$ cat config.mk
export PLATFORM = sky130hd
export DESIGN_NAME = wpu_top
export DESIGN_NICKNAME = d
export VERILOG_FILES = /design/src/rtl/wpu_pkg.sv /design/src/rtl/wpu_cfg.sv /design/src/rtl/wpu_match_plain.sv /design/src/rtl/wpu_match_ext.sv /design/src/rtl/wpu_trap.sv /design/src/rtl/wpu_top.sv
export SDC_FILE = /design/constraint.sdc
export NUM_CORES = 1
export LEC_CHECK = 0
export BUFFER_PORTS_ARGS = -buffer_cell sky130_fd_sc_hd__buf_2
export CORE_MARGIN = 4
export CORE_UTILIZATION = 32
export DETAILED_ROUTE_END_ITERATION = 6
export GPL_TIMING_DRIVEN = 0
export PLACE_DENSITY_LB_ADDON = 0.2
export SLEW_MARGIN = 10
export SYNTH_ARGS = -nofsm -noshare
export SYNTH_HDL_FRONTEND = slang
export SYNTH_HIERARCHICAL = 1
export SYNTH_SLANG_ARGS = --single-unit
$ cat constraint.sdc
create_clock -name clk_i -period 12.8 [get_ports clk_i]
set_input_delay 2.56 -clock clk_i [delete_from_list [all_inputs] [get_ports clk_i]]
set_output_delay 2.56 -clock clk_i [all_outputs]
set_load 0.05 [all_outputs]
$ cat src/rtl/wpu_pkg.sv
package wpu_pkg;
  localparam int WP_SLOTS   = 4;
  localparam int WP_AW      = 32;
  localparam int WP_DW      = 64;
  localparam int WP_LANES   = WP_DW / 8;
  localparam int WP_LANE_W  = $clog2(WP_LANES);
  localparam int WP_DC_W    = 12;
  localparam int WP_CFG_AW  = 4;
  localparam int WP_CFG_DW  = 32;
  localparam int WP_DWORDS  = WP_DW / WP_CFG_DW;
  localparam int WP_RST_STG = 2;

  localparam int CFG_ADDR_BASE  = 0;
  localparam int CFG_CTRL_BASE  = 4;
  localparam int CFG_DCMASK     = 8;
  localparam int CFG_CMP_BASE   = 9;
  localparam int CFG_DMASK_BASE = 11;
  localparam int CFG_CLEAR      = 15;

  typedef enum logic [1:0] {
    KIND_WR   = 2'd0,
    KIND_RW   = 2'd1,
    KIND_IO   = 2'd2,
    KIND_NONE = 2'd3
  } wp_kind_e;

  typedef struct packed {
    logic     dmatch_en;
    logic [1:0] len;
    wp_kind_e kind;
    logic     en;
  } wp_ctrl_t;

  localparam int WP_CTRL_W = $bits(wp_ctrl_t);

  function automatic logic wp_kind_ok(wp_kind_e k, logic is_io, logic is_wr, logic io_en);
    logic ok;
    case (k)
      KIND_WR: ok = !is_io && is_wr;
      KIND_RW: ok = !is_io;
      KIND_IO: ok = is_io && io_en;
      default: ok = 1'b0;
    endcase
    return ok;
  endfunction
endpackage

$ cat src/rtl/wpu_cfg.sv
module wpu_cfg
  import wpu_pkg::*;
(
  input  logic                              clk_i,
  input  logic                              rst_ni,
  input  logic                              priv_i,
  input  logic                              we_i,
  input  logic [WP_CFG_AW-1:0]              addr_i,
  input  logic [WP_CFG_DW-1:0]              wdata_i,
  output logic [WP_SLOTS-1:0][WP_AW-1:0]    slot_addr_o,
  output wp_ctrl_t [WP_SLOTS-1:0]           slot_ctrl_o,
  output logic [WP_DC_W-1:0]                dc_mask_o,
  output logic [WP_DW-1:0]                  cmp_o,
  output logic [WP_DW-1:0]                  dmask_o,
  output logic [WP_SLOTS-1:0]               clr_o
);
  logic                           wr_ok;
  logic [WP_SLOTS-1:0][WP_AW-1:0] addr_q, addr_d;
  wp_ctrl_t [WP_SLOTS-1:0]        ctrl_q, ctrl_d;
  logic [WP_DC_W-1:0]             dc_q, dc_d;
  logic [WP_DW-1:0]               cmp_q, cmp_d;
  logic [WP_DW-1:0]               dmask_q, dmask_d;

  assign wr_ok = we_i & priv_i;

  always_comb begin
    addr_d  = addr_q;
    ctrl_d  = ctrl_q;
    dc_d    = dc_q;
    cmp_d   = cmp_q;
    dmask_d = dmask_q;
    clr_o   = '0;
    for (int s = 0; s < WP_SLOTS; s++) begin
      if (addr_i == WP_CFG_AW'(CFG_ADDR_BASE + s)) addr_d[s] = WP_AW'(wdata_i);
      if (addr_i == WP_CFG_AW'(CFG_CTRL_BASE + s)) ctrl_d[s] = wdata_i[WP_CTRL_W-1:0];
    end
    if (addr_i == WP_CFG_AW'(CFG_DCMASK)) dc_d = wdata_i[WP_DC_W-1:0];
    for (int w = 0; w < WP_DWORDS; w++) begin
      if (addr_i == WP_CFG_AW'(CFG_CMP_BASE + w))
        cmp_d[w*WP_CFG_DW +: WP_CFG_DW] = wdata_i;
      if (addr_i == WP_CFG_AW'(CFG_DMASK_BASE + w))
        dmask_d[w*WP_CFG_DW +: WP_CFG_DW] = wdata_i;
    end
    if (wr_ok && addr_i == WP_CFG_AW'(CFG_CLEAR)) clr_o = wdata_i[WP_SLOTS-1:0];
  end

  always_ff @(posedge clk_i or negedge rst_ni) begin
    if (!rst_ni) begin
      addr_q  <= '0;
      ctrl_q  <= '0;
      dc_q    <= '0;
      cmp_q   <= '0;
      dmask_q <= '0;
    end else if (wr_ok) begin
      addr_q  <= addr_d;
      ctrl_q  <= ctrl_d;
      dc_q    <= dc_d;
      cmp_q   <= cmp_d;
      dmask_q <= dmask_d;
    end
  end

  assign slot_addr_o = addr_q;
  assign slot_ctrl_o = ctrl_q;
  assign dc_mask_o   = dc_q;
  assign cmp_o       = cmp_q;
  assign dmask_o     = dmask_q;

  // an unprivileged write leaves every setting untouched
  a_r10_locked_unpriv: assert property (@(posedge clk_i) disable iff (!rst_ni)
    (we_i && !priv_i) |=> ($stable(addr_q) && $stable(ctrl_q) && $stable(dc_q)
                           && $stable(cmp_q) && $stable(dmask_q)));
endmodule

$ cat src/rtl/wpu_match_plain.sv
module wpu_match_plain
  import wpu_pkg::*;
(
  input  logic [WP_AW-1:0]          slot_addr_i,
  input  wp_ctrl_t                  ctrl_i,
  input  logic                      acc_io_i,
  input  logic                      acc_wr_i,
  input  logic                      io_en_i,
  input  logic [WP_AW-1:WP_LANE_W]  acc_word_i,
  input  logic [WP_LANES-1:0]       acc_be_i,
  output logic                      hit_o
);
  logic [WP_LANE_W:0]    span;
  logic [WP_LANE_W-1:0]  base;
  logic [WP_LANES-1:0]   lane_sel;
  logic                  word_hit;
  logic                  unused_dmatch;

  assign unused_dmatch = ctrl_i.dmatch_en;
  assign span = (WP_LANE_W+1)'(1) << ctrl_i.len;
  assign base = slot_addr_i[WP_LANE_W-1:0] & ~(WP_LANE_W'(span - 1'b1));

  for (genvar l = 0; l < WP_LANES; l++) begin : g_lane
    assign lane_sel[l] = ((WP_LANE_W+1)'(l) >= {1'b0, base}) &&
                         ((WP_LANE_W+1)'(l) <  ({1'b0, base} + span));
  end

  assign word_hit = (acc_word_i == slot_addr_i[WP_AW-1:WP_LANE_W]);
  assign hit_o = ctrl_i.en && wp_kind_ok(ctrl_i.kind, acc_io_i, acc_wr_i, io_en_i)
                 && word_hit && (|(lane_sel & acc_be_i));
endmodule

$ cat src/rtl/wpu_match_ext.sv
module wpu_match_ext
  import wpu_pkg::*;
(
  input  logic [WP_AW-1:0]          slot_addr_i,
  input  wp_ctrl_t                  ctrl_i,
  input  logic [WP_DC_W-1:0]        dc_mask_i,
  input  logic [WP_DW-1:0]          cmp_i,
  input  logic [WP_DW-1:0]          dmask_i,
  input  logic                      acc_io_i,
  input  logic                      acc_wr_i,
  input  logic                      io_en_i,
  input  logic [WP_AW-1:WP_LANE_W]  acc_word_i,
  input  logic [WP_LANES-1:0]       acc_be_i,
  input  logic [WP_DW-1:0]          acc_data_i,
  output logic                      hit_o
);
  logic [WP_AW-1:0]          dc_full;
  logic [WP_AW-1:WP_LANE_W]  word_diff;
  logic [WP_LANES-1:0]       lane_sel;
  logic [WP_DW-1:0]          eff_mask;
  logic                      data_ok;
  logic [1:0]                unused_len;

  assign unused_len = ctrl_i.len;
  assign dc_full    = WP_AW'(dc_mask_i);
  assign word_diff  = (acc_word_i ^ slot_addr_i[WP_AW-1:WP_LANE_W]) & ~dc_full[WP_AW-1:WP_LANE_W];

  for (genvar l = 0; l < WP_LANES; l++) begin : g_lane
    assign lane_sel[l] = ((WP_LANE_W'(l) ^ slot_addr_i[WP_LANE_W-1:0])
                          & ~dc_full[WP_LANE_W-1:0]) == '0;
    assign eff_mask[8*l +: 8] = dmask_i[8*l +: 8] & {8{acc_be_i[l]}};
  end

  assign data_ok = !ctrl_i.dmatch_en || (((acc_data_i ^ cmp_i) & eff_mask) == '0);
  assign hit_o = ctrl_i.en && wp_kind_ok(ctrl_i.kind, acc_io_i, acc_wr_i, io_en_i)
                 && (word_diff == '0) && (|(lane_sel & acc_be_i)) && data_ok;
endmodule

$ cat src/rtl/wpu_trap.sv
module wpu_trap
  import wpu_pkg::*;
(
  input  logic                clk_i,
  input  logic                rst_ni,
  input  logic                acc_valid_i,
  input  logic [WP_SLOTS-1:0] hit_i,
  input  logic [WP_SLOTS-1:0] clr_i,
  output logic                trap_o,
  output logic [WP_SLOTS-1:0] status_o
);
  logic [WP_SLOTS-1:0] hit_v, status_d, status_q;
  logic                trap_d, trap_q, status_en;

  always_comb begin
    hit_v     = hit_i & {WP_SLOTS{acc_valid_i}};
    trap_d    = |hit_v;
    status_en = acc_valid_i || (|clr_i);
    status_d  = (status_q & ~clr_i) | hit_v;
  end

  always_ff @(posedge clk_i or negedge rst_ni) begin
    if (!rst_ni) begin
      trap_q   <= 1'b0;
      status_q <= '0;
    end else begin
      trap_q <= trap_d;
      if (status_en) status_q <= status_d;
    end
  end

  assign trap_o   = trap_q;
  assign status_o = status_q;

  // a status bit only falls after a clear request
  a_r9_status_sticky: assert property (@(posedge clk_i) disable iff (!rst_ni)
    (|($past(status_q) & ~status_q)) |-> $past(|clr_i));
  // every trap pulse stems from a presented access
  a_r8_trap_from_access: assert property (@(posedge clk_i) disable iff (!rst_ni)
    trap_q |-> $past(acc_valid_i));
  // a trap always leaves a record in the status vector
  a_r8_trap_recorded: assert property (@(posedge clk_i) disable iff (!rst_ni)
    trap_q |-> (status_q != '0));
endmodule

$ cat src/rtl/wpu_top.sv
module wpu_top
  import wpu_pkg::*;
(
  input  logic                      clk_i,
  input  logic                      rst_ni,
  input  logic                      priv_i,
  input  logic                      io_dbg_en_i,
  input  logic                      cfg_we_i,
  input  logic [WP_CFG_AW-1:0]      cfg_addr_i,
  input  logic [WP_CFG_DW-1:0]      cfg_wdata_i,
  input  logic                      acc_valid_i,
  input  logic                      acc_io_i,
  input  logic                      acc_wr_i,
  input  logic [WP_AW-1:WP_LANE_W]  acc_word_i,
  input  logic [WP_LANES-1:0]       acc_be_i,
  input  logic [WP_DW-1:0]          acc_data_i,
  output logic                      trap_o,
  output logic [WP_SLOTS-1:0]       hit_status_o
);
  logic [WP_RST_STG-1:0]          rst_sync_q;
  logic                           rst_sync_n;
  logic [WP_SLOTS-1:0][WP_AW-1:0] slot_addr;
  wp_ctrl_t [WP_SLOTS-1:0]        slot_ctrl;
  logic [WP_DC_W-1:0]             dc_mask;
  logic [WP_DW-1:0]               cmp_val, dmask;
  logic [WP_SLOTS-1:0]            clr, hit;

  always_ff @(posedge clk_i or negedge rst_ni) begin
    if (!rst_ni) rst_sync_q <= '0;
    else         rst_sync_q <= {rst_sync_q[WP_RST_STG-2:0], 1'b1};
  end
  assign rst_sync_n = rst_sync_q[WP_RST_STG-1];

  wpu_cfg i_cfg (
    .clk_i       (clk_i),
    .rst_ni      (rst_sync_n),
    .priv_i      (priv_i),
    .we_i        (cfg_we_i),
    .addr_i      (cfg_addr_i),
    .wdata_i     (cfg_wdata_i),
    .slot_addr_o (slot_addr),
    .slot_ctrl_o (slot_ctrl),
    .dc_mask_o   (dc_mask),
    .cmp_o       (cmp_val),
    .dmask_o     (dmask),
    .clr_o       (clr)
  );

  for (genvar s = 0; s < WP_SLOTS; s++) begin : g_slot
    if (s == 0) begin : g_ext
      wpu_match_ext i_match (
        .slot_addr_i (slot_addr[s]),
        .ctrl_i      (slot_ctrl[s]),
        .dc_mask_i   (dc_mask),
        .cmp_i       (cmp_val),
        .dmask_i     (dmask),
        .acc_io_i    (acc_io_i),
        .acc_wr_i    (acc_wr_i),
        .io_en_i     (io_dbg_en_i),
        .acc_word_i  (acc_word_i),
        .acc_be_i    (acc_be_i),
        .acc_data_i  (acc_data_i),
        .hit_o       (hit[s])
      );
    end else begin : g_plain
      wpu_match_plain i_match (
        .slot_addr_i (slot_addr[s]),
        .ctrl_i      (slot_ctrl[s]),
        .acc_io_i    (acc_io_i),
        .acc_wr_i    (acc_wr_i),
        .io_en_i     (io_dbg_en_i),
        .acc_word_i  (acc_word_i),
        .acc_be_i    (acc_be_i),
        .hit_o       (hit[s])
      );
    end
  end

  wpu_trap i_trap (
    .clk_i       (clk_i),
    .rst_ni      (rst_sync_n),
    .acc_valid_i (acc_valid_i),
    .hit_i       (hit),
    .clr_i       (clr),
    .trap_o      (trap_o),
    .status_o    (hit_status_o)
  );

  // I/O accesses stay silent while debug extensions are off
  a_r6_io_gated: assert property (@(posedge clk_i) disable iff (!rst_sync_n)
    (acc_valid_i && acc_io_i && !io_dbg_en_i) |=> !trap_o);
  // no access presented, no trap
  a_r7_idle_quiet: assert property (@(posedge clk_i) disable iff (!rst_sync_n)
    !acc_valid_i |=> !trap_o);
endmodule

**After elaboration in Yosys (flattened, before gate mapping)**

Index checks and enable logic that the tools add are counted.

- Flip-flop bits (word level): 294
- Word-level logic and storage cells: 226

- Magnitude comparators: 45
- Bitwise operators: 44
- $add $sub $neg: 6
- Shift-type cells: 3
- Muxes and demuxes: 5
- Reduce and logical (&&, ||, !) cells: 75
- Eq/ne operators: 24

Operators by type and width:

| cell | number |
|---|---|
| $and 8x8->8 | 12 |
| $eq 29x29->1 | 3 |
| $and 64x64->64 | 1 |
| $logic_not 64->1 | 1 |
| $xor 64x64->64 | 1 |
| $lt 3x4->1 const A | 12 |
| $logic_and 1x1->1 | 37 |
| $and 3x3->3 | 11 |
| $reduce_or 8->1 | 4 |
| $and 29x29->29 | 1 |
| $logic_not 29->1 | 1 |
| $not 9->29 | 1 |
| $xor 29x29->29 | 1 |
| $ge 3x3->1 const A | 9 |
| $reduce_and 2->1 | 13 |
| $eq 4x4->1 const B | 6 |
| $logic_not 3->1 | 8 |
| $lt 1x4->1 const A | 6 |
| $lt 2x4->1 const A | 6 |
| $ge 1x3->1 const A | 6 |
| $ge 2x3->1 const A | 6 |
| $eq 4x3->1 const B | 4 |
| $not 3->3 | 5 |
| $add 3x4->4 | 3 |
| 19 further kinds | 44 |

**Logic depth before layout (Yosys ltp)**

Gate-level depths: netlist of run 1.

- Word-level depth: 12
- Gate-level depth with buffers: 11
- Gate-level depth less buffers: 10

**Modules after synthesis**

The synthesis of run 1 kept the hierarchy.

By module, submodules not included:

| module | instances | sequential area each (um^2) | cells each | area an instance (um^2) |
|---|---|---|---|---|
| wpu_cfg | 1 | 7307.0 | 645 | 10916.7 |
| wpu_match_plain | 3 | 0.0 | 90 | 666.9 |
| wpu_match_ext | 1 | 0.0 | 217 | 1551.5 |
| wpu_trap | 1 | 125.1 | 18 | 186.4 |
| wpu_top | 1 | 50.0 | 3 | 53.8 |

**Worst setup path after synthesis of run 1**

OpenSTA, ideal clock, no wires.

- Path kind: input -> register
- From: in acc_be_i[6]
- To: reg i_trap.trap_q (netlist: i_trap/trap_o)
- Cell stages on the path: 8
- Required time: 12671 ps
- Arrival: 3962 ps
- Setup slack: 8709 ps
- Path through: buf_2 nor2b_1 a211oi_1 o32ai_1 mux2_2 nor2_1 a2111oi_2 o41a_1

- Longest elaborated chain between the ends: 7
- Elaborated cells on any way between the ends: 19

Ends and longest elaborated chain:

| item | RTL line | text |
|---|---|---|
| start: declaration | wpu_top.sv:15 | `input logic [WP_LANES-1:0] acc_be_i,` |
| $and 8x8->8 | wpu_match_ext.sv:31 | `assign eff_mask[8*l +: 8] = dmask_i[8*l +: 8] & {8{acc_be_i[l]}};` |
| $and 64x64->64 | wpu_match_ext.sv:34 | `assign data_ok = !ctrl_i.dmatch_en \|\| (((acc_data_i ^ cmp_i) & eff_mask) == '0);` |
| $logic_not 64->1 | wpu_match_ext.sv:34 |  |
| $logic_or 1x1->1 | wpu_match_ext.sv:34 |  |
| $logic_and 1x1->1 (*) | wpu_match_ext.sv:36 | `&& (word_diff == '0) && (\|(lane_sel & acc_be_i)) && data_ok;` |
| net hit[0] | wpu_top.sv:26 | `logic [WP_SLOTS-1:0] clr, hit;` |
| $and 4x4->4 (*) | wpu_trap.sv:16 | `hit_v = hit_i & {WP_SLOTS{acc_valid_i}};` |
| $reduce_or 4->1 (*) | wpu_trap.sv:17 | `trap_d = \|hit_v;` |
| net i_trap.trap_d | wpu_trap.sv:13 | `logic trap_d, trap_q, status_en;` |
| end signal: assignment | wpu_trap.sv:27 | `trap_q <= trap_d;` |
| end: declaration | wpu_trap.sv:13 |  |

Mark *: on every way through the listed nets, which the timed path passes. The rest lies on a longest branch.
A chain may end at the register's enable or synchronous reset.

**Final worst setup path of run 1**

- From: in acc_be_i[7]
- To: reg i_trap.trap_q (netlist: i_trap/trap_o)

Same word-level chain as after synthesis.

==> impl_results.md, run 1 <==
* Status: finished, final reports clean
* Area delta synth->final at 19.1%
* Worst setup margin at 8.13 ns
* H-tree levels at 2
* Die W at 221 um
* Mean Syn Cell Area at approximately 13 sq um
* CTS Buf Count at 36
* Die H at 221 um
* Wire per inst at between 20 and 25 um
* CTS tree: yes
* Finished Cell Area at ~17000 sq um
* Slowest cell delay on critical path at roughly 0.68 ns
* Util after Layout at 38.9%
* Drt total wl at 43300 um
* Worst-path fanout max at 8
* Starting density of the core at 32.6%
* CP Launch Type: input port
* Postcts setup bufs at 0
* Antenna violations before repair at 5
* Vias at 9783
* Worst slew pin tran at 0.870 ns
* Die ar. at 48900 sq um
* Post-synth net total at 1294
* Max-cap violations at 0
* Clock Path Buffers at 3
* Clk_skew at 0.0249 ns
* Gr ovfl total at 0
* Hold Buf Count CTS at 0
* Worst path required time at 13.26 ns
* Clock sink count at 294
* Vias per inst at roughly 5.0
* Clk Latency, worst-skew pair at 0.55 ns
* Core ar. at 44500 sq um
* Slew HR at 40.5%
* PostCTS Resize Cnt at 0
* Critical Path AT at between 5 and 6 ns
* Setup-failing EPs final at 0
* Port Buf Inserts at 148
* Max Fclk at approximately 0.21 GHz
* Hold Vio Cnt, Final at 0
* Hold Path Class: flip-flop to flip-flop
* RSZ-0062 raised after global routing: false
* Drt initial violations at 627
* CP max-delay cell: a2111oi_2
* Post-place setup slack at 7.61 ns
* All-Layer GR Usage at 17.7%
* Fraction of layout instances using a drive strength above 1 at 40.4%
* Cell Area, Synth at around 15000 sq um
* Root Buffer: clkbuf_16
* ANT nets after route at 0
* Multi-input logic area at ~7000 sq um
* Cells along the critical path: buf_2 > clkbuf_1 > nand2_1 > o22ai_1 > nor4_1 > and4_1 > nand4_1 > a2111oi_2 > o41a_1
* FF-to-FF setup slack at a little under 10 ns
* Slew Limit Fails at 0
* VDD IR max at 76.0 uV
* # IOs at 150
* First-pass GRT wire length at 66200 um
* Remaining DRCs at 0
* Placed inst area at 16100 sq um
* Register area at 7360 sq um
* Fin nets at 1485
* Static Leak at approximately 0.0076 uW
* DR pass1 iterations at 5
* Layout fillers at 4387
* Mapped Cells at 1143
* Tcrit/Tclk final at 36.5%
* Largest net degree at the start of global routing at 57
* Pwr/cell area at around 160 nW/um^2
* Crit path time final at 4.67 ns
* Vias in the first global route at roughly 10000
* DPL Wire Length at 32100 um
* Synthesis Warnings at 6
* Kind of critical path: input port to flip-flop
* Fin Hold WS at 0.350 ns
* Worst Setup End Kind: flip-flop
* Routability cong. at 0.841
* Num rows at 77
* Reg clk slew, reported paths at 0.06 ns
-- registers in the layout, indices dropped and copies added (netlist names) --
name               flops
i_cfg/slot_addr_o    128
i_cfg/cmp_o           64
i_cfg/dmask_o         64
i_cfg/slot_ctrl_o     19
i_cfg/dc_mask_o       12
i_trap/status_o        4
rst_sync_q             2
i_trap/trap_o          1
-- through the flow --
step                power [uW]  cells  setup TNS (ns)
floorplan                 1660   1143               0
global placement          1830   1883          -16.98
detailed placement        1850   1888               0
CTS                       2860   1950               0
global route              2980   1950               0
finish                    2820   1951               0
-- critical path: cells and delay by family --
kind            cells  cell delay (ns)
compound gates      3             1.04
simple gates        4             1.05
buf+inv             2             0.46
-- metal layers --
layer / vias up / track usage [%] / part of all wire, %
li1: 4500 / - / -
met5: - / 0 / 0.037
met4: 4 / 4.47 / 1.9
met2: 222 / 29.3 / 48
met3: 57 / 3.07 / 4.6
met1: 5000 / 24.2 / 46
-- placed cells by master, fill, tap and decap left out, drive strengths merged, types with 5 or more instances in the layout --
master     n
nand3     12
inv       19
xor2      43
nor3       7
nand4     30
buf      188
o22ai     25
xnor2    140
nor2b      6
a21oi      5
nor4      10
dfrtp    294
mux2     288
o221ai     6
a2111oi    6
ha         6
nand4b     9
a22oi      7
clkbuf    64
o211ai     7
o21ai     14
a22o       8
o32ai      5
nor2      25
and2       7
nand2     55
a211oi     7
clkinv     6
nand2b    12
-- final timing paths --
check	to	startpoint	depth (start not counted)
min in group asynchronous	i_cfg/cmp_o[13]	rst_sync_q[1]	0
setup / recovery	i_trap/trap_o	acc_be_i[7]	9
setup reg to reg	i_trap/trap_o	i_cfg/cmp_o[22]	7
hold reg to reg	rst_sync_q[1]	rst_sync_q[0]	0
hold / removal	rst_sync_q[1]	rst_sync_q[0]	0
max in group asynchronous	rst_sync_q[1]	rst_ni	1
-- power by group --
group	internal, uW	switching [uW]
Sequential	1110	119
Combinational	321	278
Clock	597	399
Total	2030	796
-- area by class of cell --
type	instances	share of cell area, %
Inverter	17	0.369
Sequential cell	294	42.5
Tap cell	592	4.28
Clock inverter	9	0.528
Buffer	46	1.40
Multi-Input combinational cell	786	39.7
Clock buffer	53	6.15
Antenna cell	1	0.0145
Timing Repair Buffer	153	5.03
Power figures use the tool's default switching activity.
==> run 2: changes to the inputs <==
==> constraint.sdc (replaced) <==
create_clock -name clk_i -period 4.3 [get_ports clk_i]
set_input_delay 0.86 -clock clk_i [delete_from_list [all_inputs] [get_ports clk_i]]
set_output_delay 0.86 -clock clk_i [all_outputs]
set_load 0.05 [all_outputs]
==> impl_results.md, run 2 (synthesis gave the netlist of run 1 again) <==
* Vias in the first global route at 10400 (+0.28%)
* Clock sink count at 294 (unchanged)
* Util after Layout at 38.9% (about the same)
* Vias per inst at 5.00 (-0.31%)
* Tcrit/Tclk final at 69.4%
* Worst Setup End Kind: flip-flop
* Crit path time final at just under 3 ns
* Antenna violations before repair at 4 (-1)
* Area delta synth->final at 19.2% (about the same)
* CTS Buf Count at 36 (unchanged)
* Hold Vio Cnt, Final at 0 (unchanged)
* TNS Setup at 0 ns (unchanged)
* Commonest non-fill, non-tap cell in the layout: dfrtp_1
* Pwr/cell area at 488 nW/um^2 (+200%)
* FF-to-FF setup slack at 1.40 ns (-8.47 ns)
* DPL Wire Length at 32200 um (+0.46%)
* Drt total wl at 43200 um (-0.26%)
* All-Layer GR Usage at 17.5% (-0.14 points)
* VDD IR max at 284 uV (+270%)
* Max Fclk at between 0.3 and 0.4 GHz
* Fin nets at 1485 (unchanged)
* Slew Limit Fails at 0 (unchanged)
* Num rows at 77 (unchanged)
* Register area at 7360 sq um (unchanged)
* Hold Buf Count CTS at 0 (unchanged)
* Static Leak at 0.00765 uW (about the same)
* Starting density of the core at 32.6% (unchanged)
* Multi-input logic area at 6860 sq um (unchanged)
* R2R depth at 7 (unchanged)
* Max-cap violations at 0 (unchanged)
* Ant. Diodes at 0 (-1)
* Clk_skew at 0.0146 ns (-0.0103 ns)
* Worst slew pin tran at 0.872 ns (+0.00281 ns)
* Worst setup margin at 1.32 ns (-6.82 ns)
* Reg clk slew, reported paths at 0.06 ns (about the same)
* Pwr Total at 8450 uW (+200%)
* Post-place setup slack at 0.779 ns (-6.83 ns)
* Gr ovfl total at 0 (unchanged)
* Layout fillers at 4394 (+0.16%)
* Dpl cells at 1888 (unchanged)
* Remaining DRCs at 0 (unchanged)
* Die H at 221 um (unchanged)
* Vias at 9743 (-0.41%)
* Die W at 221 um (unchanged)
* Worst path required time at 4.76 ns (-8.50 ns)
* ANT nets after route at 0 (unchanged)
* CTS tree: yes
* DR pass1 iterations at 5 (unchanged)
* Worst reg2reg startpoint: i_cfg/cmp_o[22]
* Final non-filler cell total at 1949 (-0.10%)
* Clock Path Buffers at 3 (unchanged)
* Die ar. at 48900 sq um (unchanged)
* Routability cong. at 0.856 (+1.8%)
* RSZ-0062 raised after global routing: false
* Setup-failing EPs final at 0 (unchanged)
* # IOs at 150 (unchanged)
* Root Buffer: clkbuf_16
* Drt initial violations at 557 (-11%)
* PostCTS Resize Cnt at 0 (unchanged)
* Largest net degree at the start of global routing at 60 (+5.3%)
* Clk Latency, worst-skew pair at 0.52 ns (-0.03 ns)
* First-pass GRT wire length at 66000 um (-0.30%)
* Reg2reg end: i_trap/trap_o
* Max reg flops at 128 (unchanged)
* Worst-path fanout max at 4 (-4)
* Wire per inst at 22.2 um (-0.15%)
* Fraction of layout instances using a drive strength above 1 at 40.5% (+0.10 points)
* Status: finished, final reports clean
* Postcts setup bufs at 0 (unchanged)
* Cells along the critical path: buf_2 > xnor2_1 > nand4_1 > a2111oi_0 > o2111ai_1 > a2111oi_2 > o41a_1
* Critical Path AT at 3.44 ns (-1.69 ns)
* CP max-delay cell: a2111oi_0
* Slew HR at 40.3% (-0.19 points)
* Slowest cell delay on critical path at 0.80 ns (+0.12 ns)
* Hold Path Class: input port to async pin
* Kind of critical path: input port to flip-flop
* Port Buf Inserts at 148 (unchanged)
* Core ar. at 44500 sq um (unchanged)
* CP Launch Type: input port
* H-tree levels at 2 (unchanged)
* Commonest non-fill, non-tap cells in the layout: dfrtp_1 (293), mux2_2 (279), buf_2 (177), xnor2_1 (140), nand2_1 (55)
-- run 2: changes by cell type in the layout (fill, tap and decap cells not counted), sizes merged --
| cell | change |
|---|---|
| clkinvlp | +2 |
| clkinv | +2 |
| diode | -1 |
| inv | -1 |
| bufinv | +2 |
| clkbuf | -6 |
-- run 2: how the worst max path moves through the flow --
stage,start,endpoint,slack [ns],depth (start not counted)
6_report,acc_word_i[25],i_trap/trap_o,1.32,7
2_1_floorplan,rst_sync_q[1],i_cfg/cmp_o[0],1.37,0
3_3_place_gp,rst_sync_q[1],i_cfg/slot_ctrl_o[8],0.04,0
5_1_grt,i_cfg/slot_ctrl_o[10],i_trap/trap_o,1.16,10
4_1_cts,acc_word_i[25],i_trap/trap_o,1.31,7
3_5_place_dp,acc_word_i[25],i_trap/trap_o,0.78,7
-- run 2: critical path, delay by kind of cell --
family                    cells  cell delay [ns]
xor gates and xnor gates      1             0.22
buffers and inverters         1             0.15
AOI/OAI and AO/OA             4             1.97
and+or+nand+nor               1             0.23
-- run 2: stage by stage --
stage,hold slack [ns],cell area [sq um]
final,0.108,17300
after CTS,0.0885,17300
after detailed placement,0.340,16200
after global placement,0.336,16000
after global routing,0.0936,17300
after floorplan,0.331,14500
-- run 2: power breakdown --
group          leakage [uW]  internal [uW]  switching, uW  total (uW)
clock              0.000574           1820           1180        3010
sequential          0.00375           3310            354        3660
combinational       0.00333            957            829        1790
-- run 2: cell type report --
type                       count  share of cell area, %
clock inverter                14                  0.954
timing repair buffer         153                   5.07
buffer                        46                   1.40
clock buffer                  47                   5.79
multi-input combinational    786                   39.6
tap                          592                   4.28
inverter                      17                  0.368
sequential                   294                   42.5
-- run 2: layer usage --
layer / GRT usage, % / wire length, um
met5: 0 / 42
met4: 3.93 / 917
met2: 29.1 / 20400
met3: 3.10 / 1790
met1: 24.1 / 20100
==> run 3: changes to the inputs <==
==> constraint.sdc (replaced) <==
create_clock -name clk_i -period 2.4 [get_ports clk_i]
set_input_delay 0.48 -clock clk_i [delete_from_list [all_inputs] [get_ports clk_i]]
set_output_delay 0.48 -clock clk_i [all_outputs]
set_load 0.05 [all_outputs]
==> impl_results.md, run 3 (synthesis gave the netlist of run 1 again) <==
* Status: complete, but fails checks
* Violated checks: setup timing
* Clk Latency, worst-skew pair at 0.50 ns (-0.02 ns)
* Wire per inst at 22.2 um (about the same)
* All-Layer GR Usage at 17.3% (-0.20 points)
* Multi-input logic area at 7090 sq um (+3.2%)
* Hold Vio Cnt, Final at 0 (unchanged)
* Max-cap violations at 0 (unchanged)
* CP Launch Type: flip-flop
* ANT nets after route at 0 (unchanged)
* Num rows at 77 (unchanged)
* Slew Limit Fails at 0 (unchanged)
* CP max-delay cell: o41a_1
* Placed inst area at 16200 sq um (+0.45%)
* Drt initial violations at 465 (-17%)
* RSZ-0062 raised after global routing: true
* Post-place setup slack at -0.721 ns (-1.50 ns)
* Vias at 9927 (+1.9%)
* VDD IR max at 412 uV (+45%)
* Slowest cell delay on critical path at 0.44 ns (-0.36 ns)
* Fin Hold WS at 0.267 ns (+0.159 ns)
* Critical Path AT at 2.95 ns (-0.49 ns)
* Drt total wl at 43600 um (+0.88%)
* Pwr Total at 15200 uW (+80%)
* Clock sink count at 294 (unchanged)
* Root Buffer: clkbuf_16
* Reg clk slew, reported paths at 0.06 ns (about the same)
* Worst setup margin at -0.183 ns (-1.50 ns)
* Kind of critical path: flip-flop to flip-flop
* DPL Wire Length at 32400 um (+0.50%)
* Crit path time final at between 2 and 3 ns
* Starting density of the core at 32.6% (unchanged)
* Core ar. at 44500 sq um (unchanged)
* CTS tree: yes
* H-tree levels at 2 (unchanged)
* Routability cong. at 0.834 (-2.7%)
* Setup-failing EPs final at 2 (+2)
* Worst path required time at 2.77 ns (-1.99 ns)
* Commonest non-fill, non-tap cell in the layout: dfrtp_1
* Die W at 221 um (unchanged)
* Gr ovfl total at 0 (unchanged)
* Antenna violations before repair at 3 (-1)
* Worst slew pin tran at 0.936 ns (+0.0641 ns)
* # IOs at 150 (unchanged)
* Pwr/cell area at 862 nW/um^2 (+77%)
* Slew HR at 37.0% (-3.3 points)
* Fin nets at 1508 (+1.5%)
* Cells along the critical path: buf_6 > a21bo_4 > inv_2 > ha_4 > or2_4 > o211ai_1 > buf_4 > nand3_4 > o311ai_4 > a31oi_2 > o41a_1
* Remaining DRCs at 0 (unchanged)
* Area delta synth->final at 21.5%
* Max reg flops at 128 (unchanged)
* Tcrit/Tclk final at 108%
* Vias in the first global route at 10200 (-1.8%)
* Commonest non-fill, non-tap cells in the layout: dfrtp_1 (292), mux2_2 (279), buf_2 (175), xnor2_1 (140), nand2_1 (54)
* Static Leak at 0.00775 uW (+1.3%)
* Finished Cell Area at 17700 sq um (+1.9%)
* Fraction of layout instances using a drive strength above 1 at 42.9% (+2.4 points)
* Layout fillers at 4301 (-2.1%)
* Max Fclk at slightly below 0.4 GHz
* DR pass1 iterations at 4 (-1)
* Die ar. at 48900 sq um (unchanged)
* Worst Setup End Kind: flip-flop
* First-pass GRT wire length at 65300 um (-0.99%)
* Vias per inst at 5.04 (+0.90%)
* Register area at 7360 sq um (about the same)
* Clock Path Buffers at 3 (unchanged)
* CTS Buf Count at 34 (-5.6%)
* Port Buf Inserts at 148 (unchanged)
* Die H at 221 um (unchanged)
* Hold Path Class: input port to flip-flop
* Clk_skew at 0.0172 ns (+0.00259 ns)
* Ant. Diodes at 0 (unchanged)
* Largest net degree at the start of global routing at 61 (+1.7%)
* TNS Setup at -0.264 ns (-0.264 ns)
* Worst-path fanout max at 5 (+1)
run 3: power breakdown:
group          leakage, uW  internal (uW)  switching, uW
logic              0.00347           1940           1650
registers          0.00375           5920            641
clock network     0.000534           3050           2000
total              0.00775          10900           4290
run 3: per-layer routing:
metal  up-vias  track usage (%)  part of all wire, %
li1       4538                -                    -
met1      5112             24.2                   46
met2       230             29.3                   49
met3        45             2.44                  3.9
met4         2             2.76                  1.3
met5         -                0                0.046
run 3: worst max-delay path: cells and delay by family (launching register included):
kind	cells	cell delay [ns]
flip-flops	1	0.40
adder cells (fa/ha/maj)	1	0.20
AND/OR/NAND/NOR	2	0.30
AO/OA/AOI/OAI	5	1.15
buffers and inverters	3	0.39
run 3: stage by stage:
| stage | utilization [%] | cells |
|---|---|---|
| 2_1_floorplan | - | 1143 |
| 3_3_place_gp | 36.2 | 1883 |
| 3_5_place_dp | 36.4 | 1888 |
| 4_1_cts | 39.1 | 1954 |
| 5_1_grt | 39.7 | 1968 |
| 6_report | 39.7 | 1968 |
run 3: worst paths after layout:
path	slack, ns	start	to	cells past startpoint
hold / removal	0.27	acc_valid_i	i_trap/status_o[1]	3
max in group asynchronous	0.79	rst_sync_q[1]	i_cfg/slot_ctrl_o[8]	3
setup reg to reg	-0.18	i_cfg/slot_ctrl_o[15]	i_trap/trap_o	11
hold reg to reg	0.31	rst_sync_q[1]	i_cfg/cmp_o[12]	0
setup / recovery	-0.18	i_cfg/slot_ctrl_o[15]	i_trap/trap_o	11
min in group asynchronous	0.29	rst_ni	rst_sync_q[1]	2
run 3: what timing repair did:
| item | 4_1_cts | 5_1_grt |
|---|---|---|
| setup endpoints to repair | 4 | 5 |
| resized for setup | 9 | 25 |
| endpoints found under the hold margin | 2 | 0 |
| hold buffers | 1 | 0 |
| buffers inserted | 10 | 14 |
| gates cloned | 0 | 1 |
| pin swaps | 18 | 19 |
run 3: cell type report:
| cell class | instances | share of cell area (%) |
|---|---|---|
| plain buffers | 45 | 1.42 |
| clock buffers | 47 | 5.56 |
| clock inverters | 8 | 0.532 |
| inverters | 17 | 0.376 |
| multi-input cells | 786 | 40.2 |
| flip-flops and latches | 294 | 41.7 |
| well taps | 592 | 4.20 |
| repair buffers | 179 | 6.06 |
